`src/rtl/sv32_walker.sv`:
```
`timescale 1ns/1ps
module sv32_walker #(
  parameter int VA_W = 32,
  parameter int PA_W = 34
) (
  input  logic            clk,
  input  logic            rst_n,
  input  logic            start,
  input  logic [VA_W-1:0] vaddr,
  input  logic [31:0]     satp,
  input  logic [1:0]      priv,
  output logic            mem_req,
  output logic [PA_W-1:0] mem_addr,
  input  logic            mem_rvalid,
  input  logic [31:0]     mem_rdata,
  output logic [PA_W-1:0] paddr,
  output logic [31:0]     pte_hi,
  output logic [31:0]     pte_lo,
  output logic            done
);
  localparam int OFS_W  = 12;
  localparam int IDX_W  = 10;
  localparam int PPN_W  = PA_W - OFS_W;
  localparam int PAD_W  = PA_W - VA_W;

  typedef enum logic [2:0] {S_IDLE, S_RD1, S_WT1, S_RD0, S_WT0, S_FIN} st_t;
  st_t st;

  logic [VA_W-1:0]  va;
  logic [PPN_W-1:0] root;

  wire bypass = (priv == 2'b11) || !satp[31];
  wire final1 = !mem_rdata[0] || mem_rdata[1] || mem_rdata[3];

  assign mem_req  = (st == S_RD1) || (st == S_RD0);
  assign mem_addr = (st == S_RD1) ? {root, va[31 -: IDX_W], 2'b00}
                                  : {pte_hi[31 -: PPN_W], va[21 -: IDX_W], 2'b00};
  assign done     = (st == S_FIN);

  always_ff @(posedge clk) begin
    if (!rst_n) begin
      st     <= S_IDLE;
      va     <= '0;
      root   <= '0;
      paddr  <= '0;
      pte_hi <= '0;
      pte_lo <= '0;
    end else begin
      case (st)
        S_IDLE: if (start) begin
          va     <= vaddr;
          root   <= satp[PPN_W-1:0];
          pte_hi <= '0;
          pte_lo <= '0;
          if (bypass) begin
            paddr <= {{PAD_W{1'b0}}, vaddr};
            st    <= S_FIN;
          end else begin
            st <= S_RD1;
          end
        end
        S_RD1: st <= S_WT1;
        S_WT1: if (mem_rvalid) begin
          pte_hi <= mem_rdata;
          if (final1) begin
            paddr <= {{PPN_W{1'b0}}, va[OFS_W-1:0]};
            st    <= S_FIN;
          end else begin
            st <= S_RD0;
          end
        end
        S_RD0: st <= S_WT0;
        S_WT0: if (mem_rvalid) begin
          pte_lo <= mem_rdata;
          paddr  <= {mem_rdata[31 -: PPN_W], va[OFS_W-1:0]};
          st     <= S_FIN;
        end
        default: st <= S_IDLE;
      endcase
    end
  end

  wire idle = (st == S_IDLE);
endmodule


```
`config.mk`:
```
export PLATFORM = sky130hd
export DESIGN_NAME = sv32_walker
export DESIGN_NICKNAME = d
export VERILOG_FILES = /design/src/rtl/sv32_walker.sv
export SDC_FILE = /design/constraint.sdc
export NUM_CORES = 1
export LEC_CHECK = 0
export CAP_MARGIN = 20
export CORE_UTILIZATION = 30
export DETAILED_ROUTE_END_ITERATION = 6
export PLACE_DENSITY = 0.63
export SYNTH_ARGS = -nofsm -noshare
export SYNTH_HDL_FRONTEND = slang
export SYNTH_SLANG_ARGS = --single-unit
```
`constraint.sdc`:
```
create_clock -name clk -period 1.9 [get_ports clk]
set_input_delay 0.475 -clock clk [delete_from_list [all_inputs] [get_ports clk]]
set_output_delay 0.475 -clock clk [all_outputs]
set_load 0.05 [all_outputs]
```
==> key figures, run 1 <==
Pwr
  – Sequential share of power: 33.9%
  – Pwr per Cell Area: roughly 1100 nW/um^2
  – Logic pwr share: 36.5%
  – P_int: 7110 uW
  – Switching Share: 36.4%
  – Leakage power: between 0.004 and 0.005 uW
  – Maximum vdd drop: 0.648 mV
  – NetSw: 4070 uW
  – Clock Power Share: 29.6%

Synthesis
  – Synth Register Bits: roughly 160
  – Synthesized area: 6680 sq um
  – Number of flops mapped to enable cells by yosys: 0
  – Synth Flop Type: dfxtp_1
  – Ys Warns: 0
  – Distinct cell type count of the synthesized netlist: 45
  – Cells after Synth: between 700 and 800
  – Sequential fraction of the synthesis area: 46.4%
  – Mean post-synth cell area: 9.34 sq um
  – Asr flop ratio synth: 0%

Critical path
  – Startpoint Class: flip-flop
  – Nature of the critical path endpoint: primary output
  – Worst setup path class: reg2out
  – Critical path data arrival time: 1.79 ns
  – Worst Path Buf+Inv: 3
  – Worst-path fanout max: 6
  – CP Cell Sequence: nor3b_4 -> buf_6 -> buf_12 -> mux2_4 -> buf_6
  – WP data required: 1.42 ns
  – Critical path's most frequent cell: buf_6
  – Crit-path leading delay family: buffers and inverters
  – CP max stage cell: dfxtp_2
  – Crit path largest cell delay: around 0.34 ns

Clocking
  – Clock Latency Late Sink: 0.42 ns
  – Clk pin slew, worst setup/hold paths: 0.06 ns
  – Clk sinks: 155
  – Htree depth: 4
  – Max Root-Sink Buffers: 2
  – Hold_buf cts: 0
  – Root buffer cell: clkbuf_16
  – CTS tree: built
  – Number of CTS-inserted buffers: 17

STA
  – Rel. slew slack: 54.6%
  – Min cycle time layout: 2.27 ns
  – Final hold vios: 0
  – Max Slew Vio Count: 0
  – Worst Hold Slack: 0.453 ns
  – Worst slew pin tran: around 0.68 ns
  – Worst setup margin: -0.366 ns
  – Max Fclk: roughly 440 MHz
  – Crit share post-route: 119%
  – Setup Viol. Count Final: 33
  – RSZ-0062 raised after global routing: true
  – Clock skew: 0.00757 ns

Status
  – Status: finished, violations left
  – Violated checks: setup timing

Finish
  – Fill cells: 2086
  – Seq. cell area: 3110 sq um
  – Synthesis-to-finish area growth: 53.3%
  – Antenna cells: 0
  – Multi-input combinational cell area: 3380 sq um
  – Share of layout cells above drive strength 1: 34.6%
  – Fin nets: 1054
  – Final Non-Filler Cells: 1245

Floorplanning
  – Initial Util: around 31%
  – Std cell rows: 54
  – Die W: 151 microns
  – Die Y: 151 microns
  – Core ar.: 21800 sq um
  – Boundary pin count: 236
  – Die area: around 23000 sq um

Place
  – Post-Place Cells: 1207
  – Buffers added on ports: 224
  – Post-DP HPWL: 16300 microns
  – RD Place Congestion: 0.763

Routing
  – Via density: between 4 and 5
  – Vias: between 6000 and 7000
  – DR DRC count: 0
  – Routed WL: approximately 23000 microns
  – First-pass DRT Iterations: 5
  – Initial drt markers: 349
  – WL/cell: between 15 and 20 microns
  – ANT nets after route: 0

Global routing
  – Initial antenna violation count: 0
  – Maximum number of pins on one net before global-route repair: 36
  – First-pass GRT wire length: 35100 microns
  – GR Overflow Total: 0
  – Vias in the first global route: 6016
  – GRT Resource Usage Total: between 20% and 30%

Job
  – Number of max-cap violations: 0

Worst hold path
  – Hold Crit Class: reg2reg
-- cell usage in the layout, fill, tap and decap left out, types with 2 or more instances in the layout --
cell | netlist | final
a211oi_1 | 2 | 2
a211oi_2 | 30 | 30
a21oi_1 | 66 | 66
a21oi_2 | 31 | 30
a22o_1 | 20 | 20
a22oi_1 | 79 | 79
buf_12 | 0 | 25
buf_4 | 8 | 132
buf_6 | 7 | 33
clkbuf_16 | 0 | 18
clkbuf_8 | 0 | 2
clkdlybuf4s50_1 | 0 | 92
clkinv_2 | 0 | 3
clkinv_4 | 0 | 2
clkinvlp_4 | 0 | 2
conb_1 | 1 | 2
dfxtp_1 | 155 | 153
dfxtp_2 | 0 | 2
inv_6 | 0 | 5
mux2_4 | 0 | 32
mux2i_1 | 12 | 12
nand2_1 | 119 | 118
nand4_1 | 3 | 3
nor2_1 | 66 | 66
nor2_4 | 0 | 2
o21ai_0 | 4 | 4
or3b_4 | 1 | 2
-- power by group through the flow --
stage / registers [uW] / clock network [uW] / logic, uW
2_1_floorplan: 4460 / 0 / 1900
3_3_place_gp: 3860 / 0 / 3880
3_5_place_dp: 3860 / 0 / 3920
4_1_cts: 3790 / 3380 / 4070
5_1_grt: 3830 / 3540 / 4320
6_report: 3790 / 3310 / 4080
-- cell type report --
cell class,instances,share of cell area (%)
Clock buffer,20,4.46
Clock inverter,12,1.10
Inverter,1,0.0855
Multi-Input combinational cell,493,33.0
Sequential cell,155,30.3
Tap cell,280,3.42
Timing Repair Buffer,284,27.7
-- routing by layer --
layer | GRT usage, % | vias to the layer above | share of wire, %
met5 | 0 | - | 0
met3 | 5.12 | 21 | 7.0
met4 | 6.50 | 0 | 1.6
li1 | - | 3017 | -
met1 | 27.0 | 2947 | 45
met2 | 32.6 | 214 | 47
-- timing repair --
action                                  4_1_cts  5_1_grt
buffers inserted                              2        1
endpoints found under the setup margin       65       63
pin swaps                                     2        0
gates cloned                                  3        1
hold endpoints to repair                      0        0
gates resized for setup                      34       16
-- cells in the mapped netlist (all sizes together), types with 2 or more instances --
cell type,count,area share [%]
dfxtp,155,46
nand2,119,6.7
a21oi,97,9.0
a22oi,79,8.9
nor2,67,3.8
buf,35,3.6
clkbuf,34,2.0
mux2,33,5.6
a211oi,32,5.8
a22o,20,2.6
mux2i,12,1.8
o21ai,4,0.30
nand4,3,0.28
nor2b,2,0.19
o22ai,2,0.39
or3b,2,0.30
-- final timing paths --
kind	endpoint	startpoint	cells past startpoint	slack, ns
setup / recovery	mem_addr[21]	st[1]$_SDFFE_PN0P_	5	-0.37
hold / removal	va[10]$_SDFFE_PN0P_	va[10]$_SDFFE_PN0P_	2	0.45
setup reg to reg	paddr[8]$_SDFFE_PN0P_	st[1]$_SDFFE_PN0P_	7	0.05
hold reg to reg	va[10]$_SDFFE_PN0P_	va[10]$_SDFFE_PN0P_	2	0.45
-- tightest hold or removal path: stages (launching register included) --
cell and delay, ns:
dfxtp_1 0.31, nand2_1 0.05, a21oi_1 0.05
-- logic make-up (layout without fill, tap and decap cells) --
kind of cell	count (synthesis)	count (layout)	synth area share, %
and+or+nand+nor	203	204	12.4
AOI/OAI and AO/OA	241	241	28.0
buffers and inverters	70	317	5.58
DFF	155	155	46.4
xor gates and xnor gates	1	1	0.131
other	1	2	0.0561
muxes	45	45	7.36
-- through the flow --
step	util [%]	setup slack [ns]	power (uW)	cell area (sq um)	setup TNS, ns
global route	47.0	-0.438	11700	10200	-13.55
floorplan	-	-0.0431	6360	6810	-0.758
detailed placement	43.1	-0.769	7780	9410	-31.89
CTS	46.6	-0.385	11200	10200	-11.56
global placement	43.1	-0.692	7740	9410	-27.43
finish	47.0	-0.366	11200	10200	-11.10
-- registers in the layout (all words and copies together) (netlist names) --
signal and flops:
paddr 34, pte_hi 32, pte_lo 32, va 32, root 22, st 3
Power figures use the tool's default switching activity.
==> run 2: changes to the inputs <==
--- a/config.mk
+++ b/config.mk
@@ -6,6 +6,7 @@
 export NUM_CORES = 1
 export LEC_CHECK = 0
 export CAP_MARGIN = 20
+export CORE_MARGIN = 4
 export CORE_UTILIZATION = 30
 export DETAILED_ROUTE_END_ITERATION = 6
 export PLACE_DENSITY = 0.63
==> run 2 against run 1 <==
Net effect:
- the flow still finishes with violations (setup timing)
- global-route usage decreased by 1.3 points
- critical endpoint is now mem_addr[12]
- core utilization increased by 1.0 points
- first-iteration DRC count decreased by 6.3%
==> key figures, run 2 (same netlist as run 1, synthesis figures left out) <==
Clocking
  – Root buffer cell: clkbuf_16
  – Clk sinks: 155
  – Clock Latency Late Sink: 0.43 ns
  – Htree depth: 4
  – Number of CTS-inserted buffers: 17
  – Max Root-Sink Buffers: 2
  – Hold_buf cts: 0
  – CTS tree: built
  – Clk pin slew, worst setup/hold paths: 0.06 ns

Place
  – RD Place Congestion: about 0.82
  – Post-DP HPWL: 17400 microns
  – Post-Place Cells: 1214
  – Buffers added on ports: ~220
  – Dpl ws: -0.557 ns

Routing
  – First-pass DRT Iterations: 5
  – WL/cell: 19.4 microns
  – Vias: 6383
  – ANT nets after route: 0
  – Via density: 5.08
  – DR DRC count: 0
  – Routed WL: approximately 24000 microns
  – Initial drt markers: 327

Finish
  – Fin nets: 1065
  – Final Non-Filler Cells: 1256
  – Fill cells: 2112
  – Most frequent cells in the layout: dfxtp_1, buf_4, nand2_1
  – Antenna cells: 0
  – Number of flip-flops in the largest register: 34
  – Most common cell after layout, fill and taps aside: dfxtp_1
  – Multi-input combinational cell area: 3390 sq um
  – Post-layout util: 48.0%
  – Synthesis-to-finish area growth: 57.2%
  – Seq. cell area: 3110 sq um
  – Share of layout cells above drive strength 1: 35.9%
  – Most flops, register: paddr

STA
  – Max Fclk: 427 MHz
  – RSZ-0062 raised after global routing: true
  – Final hold vios: 0
  – Max Slew Vio Count: 0
  – Crit share post-route: 123%
  – Min cycle time layout: 2.34 ns
  – Setup Viol. Count Final: 33
  – Clock skew: 0.0123 ns
  – Final setup TNS: -13.40 ns
  – Worst setup margin: -0.443 ns

Floorplanning
  – Die W: 157 microns
  – Initial Util: 30.5%
  – Core ar.: 21900 sq um
  – Std cell rows: 54
  – Boundary pin count: about 240
  – Die area: 24700 sq um
  – Die Y: 157 microns

Global routing
  – Initial antenna violation count: 0
  – GR Overflow Total: 0
  – First-pass GRT wire length: 36600 microns
  – GRT Resource Usage Total: 19.2%
  – Maximum number of pins on one net before global-route repair: between 50 and 60
  – Vias in the first global route: 6315

Job
  – Number of max-cap violations: 0

Pwr
  – Maximum vdd drop: 0.724 mV
  – Leakage power: 0.00420 uW
  – Total power: 11500 uW
  – Pwr per Cell Area: 1090 nW/um^2

Status
  – Violated checks: setup timing
  – Status: finished, violations left

Critical path
  – WP data required: between 1 and 1.5 ns
  – Critical path data arrival time: roughly 1.9 ns
  – Worst setup path class: reg2out
  – Startpoint Class: flip-flop
  – Nature of the critical path endpoint: primary output
  – Worst-path fanout max: 12

Worst hold path
  – Hold Crit Class: reg2reg
run 2: cell type report:
cell class / count / share of cell area, %
sequential: 155 / 29.6
clock inverter: 14 / 1.54
clock buffer: 18 / 4.18
tap: 280 / 3.33
inverter: 1 / 0.0834
timing repair buffer: 296 / 29.0
multi-input combinational: 492 / 32.2
run 2: critical path, cell delays in order, from the launching register on:
cell,delay (ns)
dfxtp_2,0.33
buf_6,0.11
nor3b_4,0.21
buf_6,0.15
buf_12,0.16
mux2_4,0.32
buf_6,0.16
run 2: final timing paths:
check | from | to | slack, ns | cells after the start
max | st[1]$_SDFFE_PN0P_ | mem_addr[12] | -0.44 | 6
max reg2reg | st[2]$_SDFFE_PN0P_ | paddr[25]$_SDFFE_PN0P_ | 0.04 | 7
min reg2reg | va[25]$_SDFFE_PN0P_ | va[25]$_SDFFE_PN0P_ | 0.46 | 2
min | va[25]$_SDFFE_PN0P_ | va[25]$_SDFFE_PN0P_ | 0.46 | 2
run 2: what timing repair did:
| action | CTS | global route |
|---|---|---|
| pin swaps | 4 | 3 |
| buffers inserted | 5 | 3 |
| resized for setup | 58 | 8 |
| endpoints found under the setup margin | 64 | 65 |
| gates cloned | 3 | 1 |
run 2: layer usage:
layer	global-route usage [%]	vias up	wire (microns)
met5	0	-	0
met4	6.39	0	330
met3	6.02	24	2050
met2	30.2	240	11300
met1	25.2	3063	10600
li1	-	3056	-
run 2: power breakdown:
part	switching (uW)	internal (uW)	total (uW)	leakage (uW)
clock network	1470	2000	3470	0.000290
registers	223	3570	3800	0.00127
logic	2440	1760	4200	0.00264
total	4130	7340	11500	0.00420
run 2: stage by stage:
step                      hold slack, ns  cell area [sq um]
after floorplan                    0.433               6810
after global placement             0.442               9510
after detailed placement           0.443               9530
after CTS                          0.452              10400
after global routing               0.476              10500
final                              0.455              10500
